--- src/rtl/ob_clamp_pkg.sv ---
package ob_clamp_pkg;
  localparam int GAIN_W = 3;

  typedef logic [GAIN_W-1:0] gain_code_t;

  // Gain code c selects a right shift of c+1 positions.
  function automatic logic [GAIN_W:0] gain_to_shift(input gain_code_t code);
    return {1'b0, code} + 1'b1;
  endfunction
endpackage

--- src/rtl/ob_cfg_shadow.sv ---
module ob_cfg_shadow #(
  parameter int PIX_W = 14
) (
  input  logic                            clk,
  input  logic                            rst_n,
  input  logic                            clamp,
  input  logic [PIX_W-1:0]                tgt_in,
  input  logic [PIX_W-1:0]                thr_in,
  input  ob_clamp_pkg::gain_code_t        gain_in,
  output logic [PIX_W-1:0]                tgt_eff,
  output logic [PIX_W-1:0]                thr_eff,
  output ob_clamp_pkg::gain_code_t        gain_eff,
  output logic                            win_start
);
  logic                     clamp_q;
  logic [PIX_W-1:0]         tgt_q;
  logic [PIX_W-1:0]         thr_q;
  ob_clamp_pkg::gain_code_t gain_q;

  assign win_start = clamp && !clamp_q;

  // The edge cycle already sees the new values.
  assign tgt_eff  = win_start ? tgt_in  : tgt_q;
  assign thr_eff  = win_start ? thr_in  : thr_q;
  assign gain_eff = win_start ? gain_in : gain_q;

  always_ff @(posedge clk) begin
    if (!rst_n) begin
      clamp_q <= 1'b0;
      tgt_q   <= tgt_in;
      thr_q   <= thr_in;
      gain_q  <= gain_in;
    end else begin
      clamp_q <= clamp;
      if (win_start) begin
        tgt_q  <= tgt_in;
        thr_q  <= thr_in;
        gain_q <= gain_in;
      end
    end
  end

  assert_cfg_frozen_R8: assert property (@(posedge clk) disable iff (!rst_n)
    !win_start |=> ($stable(tgt_q) && $stable(thr_q) && $stable(gain_q)));
endmodule

--- src/rtl/ob_hot_reject.sv ---
module ob_hot_reject #(
  parameter int PIX_W = 14
) (
  input  logic             clk,
  input  logic             rst_n,
  input  logic             upd,
  input  logic [PIX_W-1:0] sample,
  input  logic [PIX_W-1:0] thr,
  input  logic [PIX_W-1:0] rst_val,
  output logic [PIX_W-1:0] acc_sample,
  output logic             hot
);
  logic [PIX_W-1:0] last_good_q;

  assign hot        = sample > thr;
  assign acc_sample = hot ? last_good_q : sample;

  always_ff @(posedge clk) begin
    if (!rst_n) begin
      last_good_q <= rst_val;
    end else if (upd && !hot) begin
      last_good_q <= sample;
    end
  end

  assert_hot_keeps_last_R4: assert property (@(posedge clk) disable iff (!rst_n)
    (upd && hot) |=> $stable(last_good_q));
  assert_good_is_stored_R4: assert property (@(posedge clk) disable iff (!rst_n)
    (upd && !hot) |=> (last_good_q == $past(sample)));
endmodule

--- src/rtl/ob_offset_acc.sv ---
module ob_offset_acc #(
  parameter int PIX_W  = 14,
  parameter int FRAC_W = 8,
  parameter int ACC_W  = PIX_W + FRAC_W + 2
) (
  input  logic                     clk,
  input  logic                     rst_n,
  input  logic                     upd,
  input  logic [PIX_W-1:0]         acc_sample,
  input  logic [PIX_W-1:0]         tgt,
  input  ob_clamp_pkg::gain_code_t gain,
  output logic signed [ACC_W-1:0]  offset
);
  localparam int ERR_W = ACC_W + 1;
  localparam int PAD_W = ERR_W - PIX_W - FRAC_W;

  logic signed [ERR_W-1:0] samp_fx;
  logic signed [ERR_W-1:0] tgt_fx;
  logic signed [ERR_W-1:0] off_ext;
  logic signed [ERR_W-1:0] err;
  logic signed [ERR_W-1:0] step;
  logic signed [ACC_W-1:0] off_q;
  logic [ob_clamp_pkg::GAIN_W:0] shamt;

  assign samp_fx = $signed({{PAD_W{1'b0}}, acc_sample, {FRAC_W{1'b0}}});
  assign tgt_fx  = $signed({{PAD_W{1'b0}}, tgt, {FRAC_W{1'b0}}});
  assign off_ext = {off_q[ACC_W-1], off_q};
  assign err     = samp_fx - tgt_fx - off_ext;
  assign shamt   = ob_clamp_pkg::gain_to_shift(gain);
  assign step    = err >>> shamt;

  always_ff @(posedge clk) begin
    if (!rst_n) begin
      off_q <= '0;
    end else if (upd) begin
      off_q <= off_q + step[ACC_W-1:0];
    end
  end

  assign offset = off_q;

  assert_offset_holds_R1: assert property (@(posedge clk) disable iff (!rst_n)
    !upd |=> $stable(offset));
endmodule

--- src/rtl/ob_out_stage.sv ---
module ob_out_stage #(
  parameter int                 PIX_W  = 14,
  parameter int                 FRAC_W = 8,
  parameter int                 ACC_W  = PIX_W + FRAC_W + 2,
  parameter logic [PIX_W-1:0]   MASK   = '0
) (
  input  logic                    clk,
  input  logic                    rst_n,
  input  logic                    in_valid,
  output logic                    in_ready,
  input  logic [PIX_W-1:0]        in_data,
  input  logic                    blank,
  input  logic signed [ACC_W-1:0] offset,
  output logic                    out_valid,
  input  logic                    out_ready,
  output logic [PIX_W-1:0]        out_data
);
  localparam int INT_W = ACC_W - FRAC_W;
  localparam int DIF_W = INT_W + 2;
  localparam logic signed [DIF_W-1:0] TOP = DIF_W'((1 << PIX_W) - 1);

  logic signed [INT_W-1:0] off_int;
  logic signed [DIF_W-1:0] pix_s;
  logic signed [DIF_W-1:0] diff;
  logic [PIX_W-1:0]        corr;
  logic                    vld_q;
  logic [PIX_W-1:0]        dat_q;

  assign off_int = offset[ACC_W-1:FRAC_W];
  assign pix_s   = $signed({{(DIF_W-PIX_W){1'b0}}, in_data});
  assign diff    = pix_s - {{2{off_int[INT_W-1]}}, off_int};

  always_comb begin
    if (diff < 0)        corr = '0;
    else if (diff > TOP) corr = '1;
    else                 corr = diff[PIX_W-1:0];
  end

  assign in_ready = !vld_q || out_ready;

  always_ff @(posedge clk) begin
    if (!rst_n) begin
      vld_q <= 1'b0;
      dat_q <= MASK;
    end else if (in_ready) begin
      vld_q <= in_valid && !blank;
      dat_q <= blank ? MASK : corr;
    end
  end

  assign out_valid = vld_q;
  assign out_data  = dat_q;

  assert_blank_masks_R6: assert property (@(posedge clk) disable iff (!rst_n)
    (in_valid && in_ready && blank) |=> (!out_valid && out_data == MASK));
  assert_one_cycle_R9: assert property (@(posedge clk) disable iff (!rst_n)
    (in_valid && in_ready && !blank) |=> out_valid);
  assert_stall_holds_R10: assert property (@(posedge clk) disable iff (!rst_n)
    (out_valid && !out_ready) |=> (out_valid && $stable(out_data)));
  assert_stall_blocks_R10: assert property (@(posedge clk) disable iff (!rst_n)
    (out_valid && !out_ready) |-> !in_ready);
endmodule

--- src/rtl/ob_clamp_loop.sv ---
module ob_clamp_loop #(
  parameter int PIX_W  = 14,
  parameter int FRAC_W = 8
) (
  input  logic                            clk,
  input  logic                            rst_n,
  input  logic                            pix_in_valid,
  output logic                            pix_in_ready,
  input  logic [PIX_W-1:0]                pix_in_data,
  input  logic                            clamp_win,
  input  logic                            out_blank,
  input  logic [PIX_W-1:0]                cfg_target,
  input  logic [PIX_W-1:0]                cfg_reject,
  input  logic [ob_clamp_pkg::GAIN_W-1:0] cfg_gain,
  output logic                            pix_out_valid,
  input  logic                            pix_out_ready,
  output logic [PIX_W-1:0]                pix_out_data
);
  localparam int ACC_W = PIX_W + FRAC_W + 2;

  logic [PIX_W-1:0]         tgt_eff;
  logic [PIX_W-1:0]         thr_eff;
  ob_clamp_pkg::gain_code_t gain_eff;
  logic                     win_start;
  logic                     upd;
  logic [PIX_W-1:0]         acc_sample;
  logic                     hot;
  logic signed [ACC_W-1:0]  offset;

  assign upd = pix_in_valid && pix_in_ready && clamp_win;

  ob_cfg_shadow #(.PIX_W(PIX_W)) cfg_i (
    .clk(clk), .rst_n(rst_n), .clamp(clamp_win),
    .tgt_in(cfg_target), .thr_in(cfg_reject), .gain_in(cfg_gain),
    .tgt_eff(tgt_eff), .thr_eff(thr_eff), .gain_eff(gain_eff),
    .win_start(win_start)
  );

  ob_hot_reject #(.PIX_W(PIX_W)) rej_i (
    .clk(clk), .rst_n(rst_n), .upd(upd), .sample(pix_in_data),
    .thr(thr_eff), .rst_val(cfg_target),
    .acc_sample(acc_sample), .hot(hot)
  );

  ob_offset_acc #(.PIX_W(PIX_W), .FRAC_W(FRAC_W), .ACC_W(ACC_W)) acc_i (
    .clk(clk), .rst_n(rst_n), .upd(upd), .acc_sample(acc_sample),
    .tgt(tgt_eff), .gain(gain_eff), .offset(offset)
  );

  ob_out_stage #(.PIX_W(PIX_W), .FRAC_W(FRAC_W), .ACC_W(ACC_W), .MASK('0)) out_i (
    .clk(clk), .rst_n(rst_n),
    .in_valid(pix_in_valid), .in_ready(pix_in_ready), .in_data(pix_in_data),
    .blank(out_blank), .offset(offset),
    .out_valid(pix_out_valid), .out_ready(pix_out_ready), .out_data(pix_out_data)
  );

  // A hot first window pixel after reset substitutes the reset-time target.
  assert_first_hot_zero_R5: assert property (@(posedge clk) disable iff (!rst_n)
    (upd && hot && offset == 0 && acc_sample == tgt_eff) |=> (offset == 0));
endmodule

--- config.mk ---
export PLATFORM = sky130hd
export DESIGN_NAME = ob_clamp_loop
export DESIGN_NICKNAME = d
export VERILOG_FILES = /design/src/rtl/ob_clamp_pkg.sv /design/src/rtl/ob_cfg_shadow.sv /design/src/rtl/ob_hot_reject.sv /design/src/rtl/ob_offset_acc.sv /design/src/rtl/ob_out_stage.sv /design/src/rtl/ob_clamp_loop.sv
export SDC_FILE = /design/constraint.sdc
export NUM_CORES = 1
export LEC_CHECK = 0
export CAP_MARGIN = 10
export CELL_PAD_IN_SITES_DETAIL_PLACEMENT = 1
export CELL_PAD_IN_SITES_GLOBAL_PLACEMENT = 2
export CORE_MARGIN = 4
export CORE_UTILIZATION = 31
export CTS_CLUSTER_DIAMETER = 80
export CTS_CLUSTER_SIZE = 24
export DETAILED_ROUTE_END_ITERATION = 10
export PLACE_DENSITY_LB_ADDON = 0.2
export SLEW_MARGIN = 20
export SYNTH_ARGS = -nofsm -noshare
export SYNTH_HDL_FRONTEND = slang
export SYNTH_SLANG_ARGS = --single-unit
--- constraint.sdc ---
create_clock -name clk -period 20 [get_ports clk]
set_input_delay 6 -clock clk [delete_from_list [all_inputs] [get_ports clk]]
set_output_delay 6 -clock clk [all_outputs]
set_load 0.05 [all_outputs]
==> results of run 1 <==
## layout make-up
class / count / area, sq um
repair buffers: 80 / 760.7
clock inverters: 6 / 91.34
inverters: 45 / 168.9
clock buffers: 10 / 250.2
flip-flops and latches: 85 / 1842
multi-input cells: 916 / 6421
well taps: 378 / 473.0
fillers: 3419 / 17770
## routing by layer
layer  up-vias  wire [um]  track usage [%]
li1       4123          -                -
met1      3969      14720            27.12
met2       103      12630            29.25
met3        20        789            2.527
met4         0        446            4.094
met5         -          0                0
## power groups by stage
stage	Combinational (mW)	Clock, mW	Sequential [mW]
finish	1.34	0.199	0.245
global route	1.50	0.211	0.251
CTS	1.35	0.206	0.246
detailed placement	1.34	0	0.249
global placement	1.34	0	0.249
floorplan	1.00	0	0.257
## worst max-delay path, delay by kind of cell
| family | cells | cell delay (ns) |
|---|---|---|
| compound gates | 23 | 4.70 |
| buf+inv | 4 | 1.24 |
| fa+ha+maj | 5 | 1.63 |
| simple gates | 10 | 1.67 |
| mux | 4 | 0.99 |
| xor+xnor | 1 | 0.15 |
## cell families after synthesis
group | count (synthesis) | share of synthesized area (%)
AOI/OAI and AO/OA | 354 | 26.33
and+or+nand+nor | 343 | 18.64
buffers and inverters | 103 | 5.750
adders and majority gates | 87 | 12.70
muxes | 85 | 10.64
DFF | 85 | 21.06
xor gates and xnor gates | 47 | 4.878
## how the worst max path moves through the flow
stage / end / startpoint / slack [ns] / cells after the start
floorplan: acc_i.offset[23]$_SDFFE_PN0P_ / clamp_win / 4.46 / 47
global placement: acc_i.offset[23]$_SDFFE_PN0P_ / clamp_win / 3.55 / 47
detailed placement: acc_i.offset[23]$_SDFFE_PN0P_ / clamp_win / 3.48 / 47
CTS: acc_i.offset[23]$_SDFFE_PN0P_ / clamp_win / 3.82 / 47
global route: acc_i.offset[23]$_SDFFE_PN0P_ / clamp_win / 3.01 / 47
finish: acc_i.offset[23]$_SDFFE_PN0P_ / clamp_win / 3.82 / 47
## sequential cells by signal (all words and copies together) (netlist names)
name,flops
cfg_i.gain_q,3
out_i.out_data,14
rej_i.last_good_q,14
acc_i.offset,24
cfg_i.tgt_q,14
cfg_i.thr_q,14
cfg_i.clamp_q,1
out_i.out_valid,1
## per-stage QoR
stage / instances / hold WS (ns) / util, % / power [mW]
floorplan: 1104 / 0.4492 / - / 1.260
global placement: 1504 / 0.4412 / 34.79 / 1.587
detailed placement: 1504 / 0.4460 / 34.79 / 1.588
CTS: 1520 / 0.4556 / 36.02 / 1.801
global route: 1520 / 0.4744 / 36.02 / 1.966
finish: 1520 / 0.4521 / 36.02 / 1.789
## cells in the mapped netlist, types with 14 or more instances
library cell / count / share of area, %
a21oi_1: 119 / 6.8
nor2_1: 111 / 4.8
nand2_1: 110 / 4.7
ha_1: 84 / 12
dfxtp_1: 71 / 16
o21ai_0: 56 / 3.2
mux2i_1: 48 / 5.5
inv_1: 44 / 1.9
clkbuf_1: 41 / 1.8
mux2_2: 34 / 4.4
xnor2_1: 31 / 3.1
a211oi_1: 30 / 2.6
nor3_1: 27 / 1.5
a21o_1: 25 / 2.1
a31oi_1: 21 / 1.5
nand3_1: 19 / 1.1
edfxtp_1: 14 / 4.8
o21a_1: 14 / 1.2
xor2_1: 14 / 1.4
==> reports/metrics.yaml, run 1 <==
grt_pass1_wl_um: 46170
syn_inst: 1104
finish.instance_area_sq_mm: 0.01001
totalNegativeSetupSlack_ns: 0
die-area_sq_mm: 0.03097
pwr_density_cell_mw_per_mm2: 178.7
final_common_cell: "a21oi_1"
leakage_nw: 4.023
internal_power_mw: 0.8633
p_clk_share_pct: 11.1
route.detailed.drc: 0
cts_resized: 0
grt_max_degree: 57
rsz0062_at_grt: "no"
max_freq_ghz: 0.06181
start_util_pct: 31.49
cap_violations: 0
dp_hpwl_um: 22410
ys_async_sr_fraction_pct: 0
syn-num-nets: 1242
clockBufferDepth: 2
reg2reg_depth: 46
crit_type: "primary input to flop"
fp.dieW_um: 176.0
clk_pin_slew_ns: 0.07
place.gp.congestion: 0.8946
reg2reg_to: "acc_i.offset[23]$_SDFFE_PN0P_"
p_seq_share_pct: 13.7
drv_slew: 0
ios: 67
synth_flop_cell: "dfxtp_1"
switching_share_pct: 51.73
combPwrFrac_pct: 75.2
vias: 8215
worst_hold_path_type: "flop to flop"
syn_area_sq_mm: 0.008747
root_buffer: "clkbuf_16"
power_switching_mw: 0.9253
wl_um: 28580
hold_path.startpoint: "out_i.out_data[2]$_SDFFE_PN0N_"
reg2reg_from: "cfg_i.clamp_q$_SDFF_PN0_"
num_rows: 61
critPathArrivalTime_ns: 16.43
layout_min_cycle_time_ns: 16.18
cts_tree: "yes"
startpoint_type: "primary input"
max_stage_delay_ns: 0.49
holdPathEnd: "out_i.out_data[2]$_SDFFE_PN0N_"
drtPass1Iterations: 4
grt_pass1_vias: 8315
core-area_sq_mm: 0.02778
slowest_stage: "clkdlybuf4s50_1"
placed_area_sq_mm: 0.009666
final_layout_size_suffix_gt1_share_pct: 9.282
worst_slack_ns: 3.820
cp_max_fo: 33
max-vdd-ir-drop_mv: 0.06600
htreeDepth: 3
endpoint_kind: "flop"
period_share_pct: 80.90
ys_seq_elements: 85
setup_violations: 0
pre_cts_ws_ns: 3.475
status: "finished, final reports clean"
area_growth_pct: 14.40
cts_sinks: 85
antenna_found_initial: 0
hold_violations: 0
critical_path_required_ns: 20.25
final_nets: 1275
die_h_um: 176.0
synth_edf_count: 14
clk-insertion-delay-late_ns: 0.36
r2r_slack_ns: 9.63
finClkSkew_ns: 0.01179
viasPerCell: 5.405
yosys_warnings: 0
cts_hold_buf: 0
ant_nets: 0
post-cts-setup-buffers: 0
synth_cell_types: 92
antenna_cells: 0
grtUsageTotal_pct: 18.57
dr.first_iter.drc_count: 384
mostFrequentLayoutCells: "a21oi_1, nor2_1, nand2_1, ha_1, dfxtp_1"
worst_pin_slew_ns: 1.023
cts_buffers: 9
post_drt_wl_per_cell_um: 18.80
hold_depth: 2
portBuffers: 66
relSlewSlack_pct: 31.77
yosysSeqAreaShare_pct: 21.06
synth_area_per_cell_sq_um: 7.923
grt_overflow: 0
Note: power is estimated with default switching activity, not from simulation.
==> run 2, diff against run 1 <==
Clock period 20 ns to 15.05 ns, I/O delays scaled along.
==> run 2 against run 1 <==
Against the previous run:
- via count increased by 0.29%
- cell area about the same
- combinational power increased by 34%
- total power increased by 33%
- critical path depth decreased by 2
- count of clock-buffer cells in the layout decreased by 1
- utilization about the same
- critical endpoint unchanged
- die area unchanged
==> reports/metrics.yaml, run 2 (synthesis gave the netlist of run 1 again) <==
status: "finished, final reports clean"
worst_pin_slew_ns: 1.018  # -0.005355 ns
dr.first_iter.drc_count: 459  # +20%
cts_sinks: 85  # unchanged
totalNegativeSetupSlack_ns: 0  # unchanged
dp_hpwl_um: 22470  # +0.28%
layout_min_cycle_time_ns: 14.15
clockBufferDepth: 2  # unchanged
pwr_density_cell_mw_per_mm2: 237.1  # +33%
largest_reg_flops: 24  # unchanged
use_met2_pct: 29.40  # +0.14 points
grt_pass1_wl_um: 46370  # +0.44%
final_layout_size_suffix_gt1_share_pct: 9.607  # +0.33 points
vias: 8239  # +0.29%
max-vdd-ir-drop_mv: 0.07967  # +21%
die-area_sq_mm: 0.03097  # unchanged
antenna_found_initial: 0  # unchanged
max_freq_ghz: 0.07069
endpoint_kind: "flop"
crit_type: "primary input to flop"
p_clk_share_pct: 10.4  # -0.7 points
clk_pin_slew_ns: 0.09  # +0.02 ns
max_stage_delay_ns: 0.52  # +0.03 ns
area_growth_pct: 14.36  # about the same
portBuffers: 66  # unchanged
power_switching_mw: 1.259  # +36%
cap_violations: 0  # unchanged
cp_max_fo: 14  # -58%
drv_slew: 0  # unchanged
finClkSkew_ns: 0.01320  # +0.001413 ns
fp.dieW_um: 176.0  # unchanged
setup_violations: 0  # unchanged
wl_um: 28510  # -0.25%
leakage_nw: 4.023  # about the same
ios: 67  # unchanged
grt_overflow: 0  # unchanged
cts_buffers: 9  # unchanged
rsz0062_at_grt: "no"
worst_hold_path_type: "flop to flop"
ant_nets: 0  # unchanged
slowest_stage: "clkdlybuf4s50_1"
post_drt_wl_per_cell_um: 18.72  # -0.45%
die_h_um: 176.0  # unchanged
mostFrequentLayoutCells: "a21oi_1, nor2_1, nand2_1, ha_1, dfxtp_1"
startpoint_type: "primary input"
route.detailed.drc: 0  # unchanged
drtPass1Iterations: 4  # unchanged
switching_share_pct: 53.10  # +1.4 points
num_rows: 61  # unchanged
root_buffer: "clkbuf_16"
cts_hold_buf: 0  # unchanged
path_buf_inv: 2  # -2
grt_pass1_vias: 8301  # -0.17%
combPwrFrac_pct: 75.8  # +0.6 points
use_met1_pct: 27.49  # +0.37 points
cts_tree: "yes"
period_share_pct: 94.00
placed_area_sq_mm: 0.009688  # +0.23%
internal_power_mw: 1.112  # +29%
crit_family: "compound AO/OA/AOI/OAI gates"
viasPerCell: 5.410  # about the same
clk-insertion-delay-late_ns: 0.36  # about the same
busiest_layer: "met2"
final_util_pct: 36.01  # about the same
critical_path_required_ns: 15.31  # -4.94 ns
p_seq_share_pct: 13.8  # about the same
grt_max_degree: 80  # +40%
post-cts-setup-buffers: 0  # unchanged
antenna_cells: 0  # unchanged
core-area_sq_mm: 0.02778  # unchanged
finish.instance_area_sq_mm: 0.01000  # about the same
met3_usage_pct: 1.499  # -1.0 points
relSlewSlack_pct: 32.12  # +0.36 points
place.gp.congestion: 0.8190  # -8.5%
cts_resized: 0  # unchanged
htreeDepth: 3  # unchanged
start_util_pct: 31.49  # unchanged
grtUsageTotal_pct: 18.49  # -0.077 points
critPathArrivalTime_ns: 14.41  # -2.02 ns
final_nets: 1278  # +0.24%
final_common_cell: "a21oi_1"
hold_violations: 0  # unchanged
-- run 2: layout make-up --
type                            instances  area [sq um]
Multi-Input combinational cell        916          6427
Tap cell                              378         473.0
Timing Repair Buffer                   83         783.3
Clock inverter                          7         83.83
Clock buffer                            9         225.2
Sequential cell                        85          1842
Inverter                               45         168.9
Fill cell                            3365         17780
-- run 2: worst register-to-register path, delay by kind of cell, from the launching register on --
family          cells  cell delay [ns]
compound gates     24             4.83
xor+xnor            1             0.16
fa+ha+maj           5             1.61
buf+inv             1             0.05
flops               1             0.34
mux                 5             1.22
simple gates        8             1.53
-- run 2: through the flow --
step / instances / setup WS (ns) / hold WS (ns) / power, mW
after floorplan: 1104 / 0.9976 / 0.4492 / 1.675
after global placement: 1507 / 0.4499 / 0.4428 / 2.112
after global routing: 1523 / 0.07941 / 0.4825 / 2.595
after CTS: 1523 / 0.5969 / 0.4608 / 2.378
after detailed placement: 1507 / 0.2652 / 0.4488 / 2.117
final: 1523 / 0.9033 / 0.4577 / 2.372
-- run 2: per-layer routing --
layer	up-vias	wire [um]
met4	0	334
met5	-	0
met1	4011	14940
met3	21	434
met2	76	12800
li1	4131	-
-- run 2: power by group through the flow --
stage	Clock [mW]	Sequential [mW]	Combinational, mW
3_5_place_dp	0	0.333	1.78
2_1_floorplan	0	0.341	1.33
4_1_cts	0.254	0.328	1.80
5_1_grt	0.261	0.334	2.00
6_report	0.247	0.327	1.80
3_3_place_gp	0	0.332	1.78
-- run 2: path summary, 6_finish.rpt --
check	from	end	slack [ns]	cells after the start
setup / recovery	clamp_win	acc_i.offset[23]$_SDFFE_PN0P_	0.90	45
hold / removal	out_i.out_data[3]$_SDFFE_PN0N_	out_i.out_data[3]$_SDFFE_PN0N_	0.46	2
setup reg to reg	cfg_i.clamp_q$_SDFF_PN0_	acc_i.offset[23]$_SDFFE_PN0P_	5.24	44
hold reg to reg	out_i.out_data[3]$_SDFFE_PN0N_	out_i.out_data[3]$_SDFFE_PN0N_	0.46	2
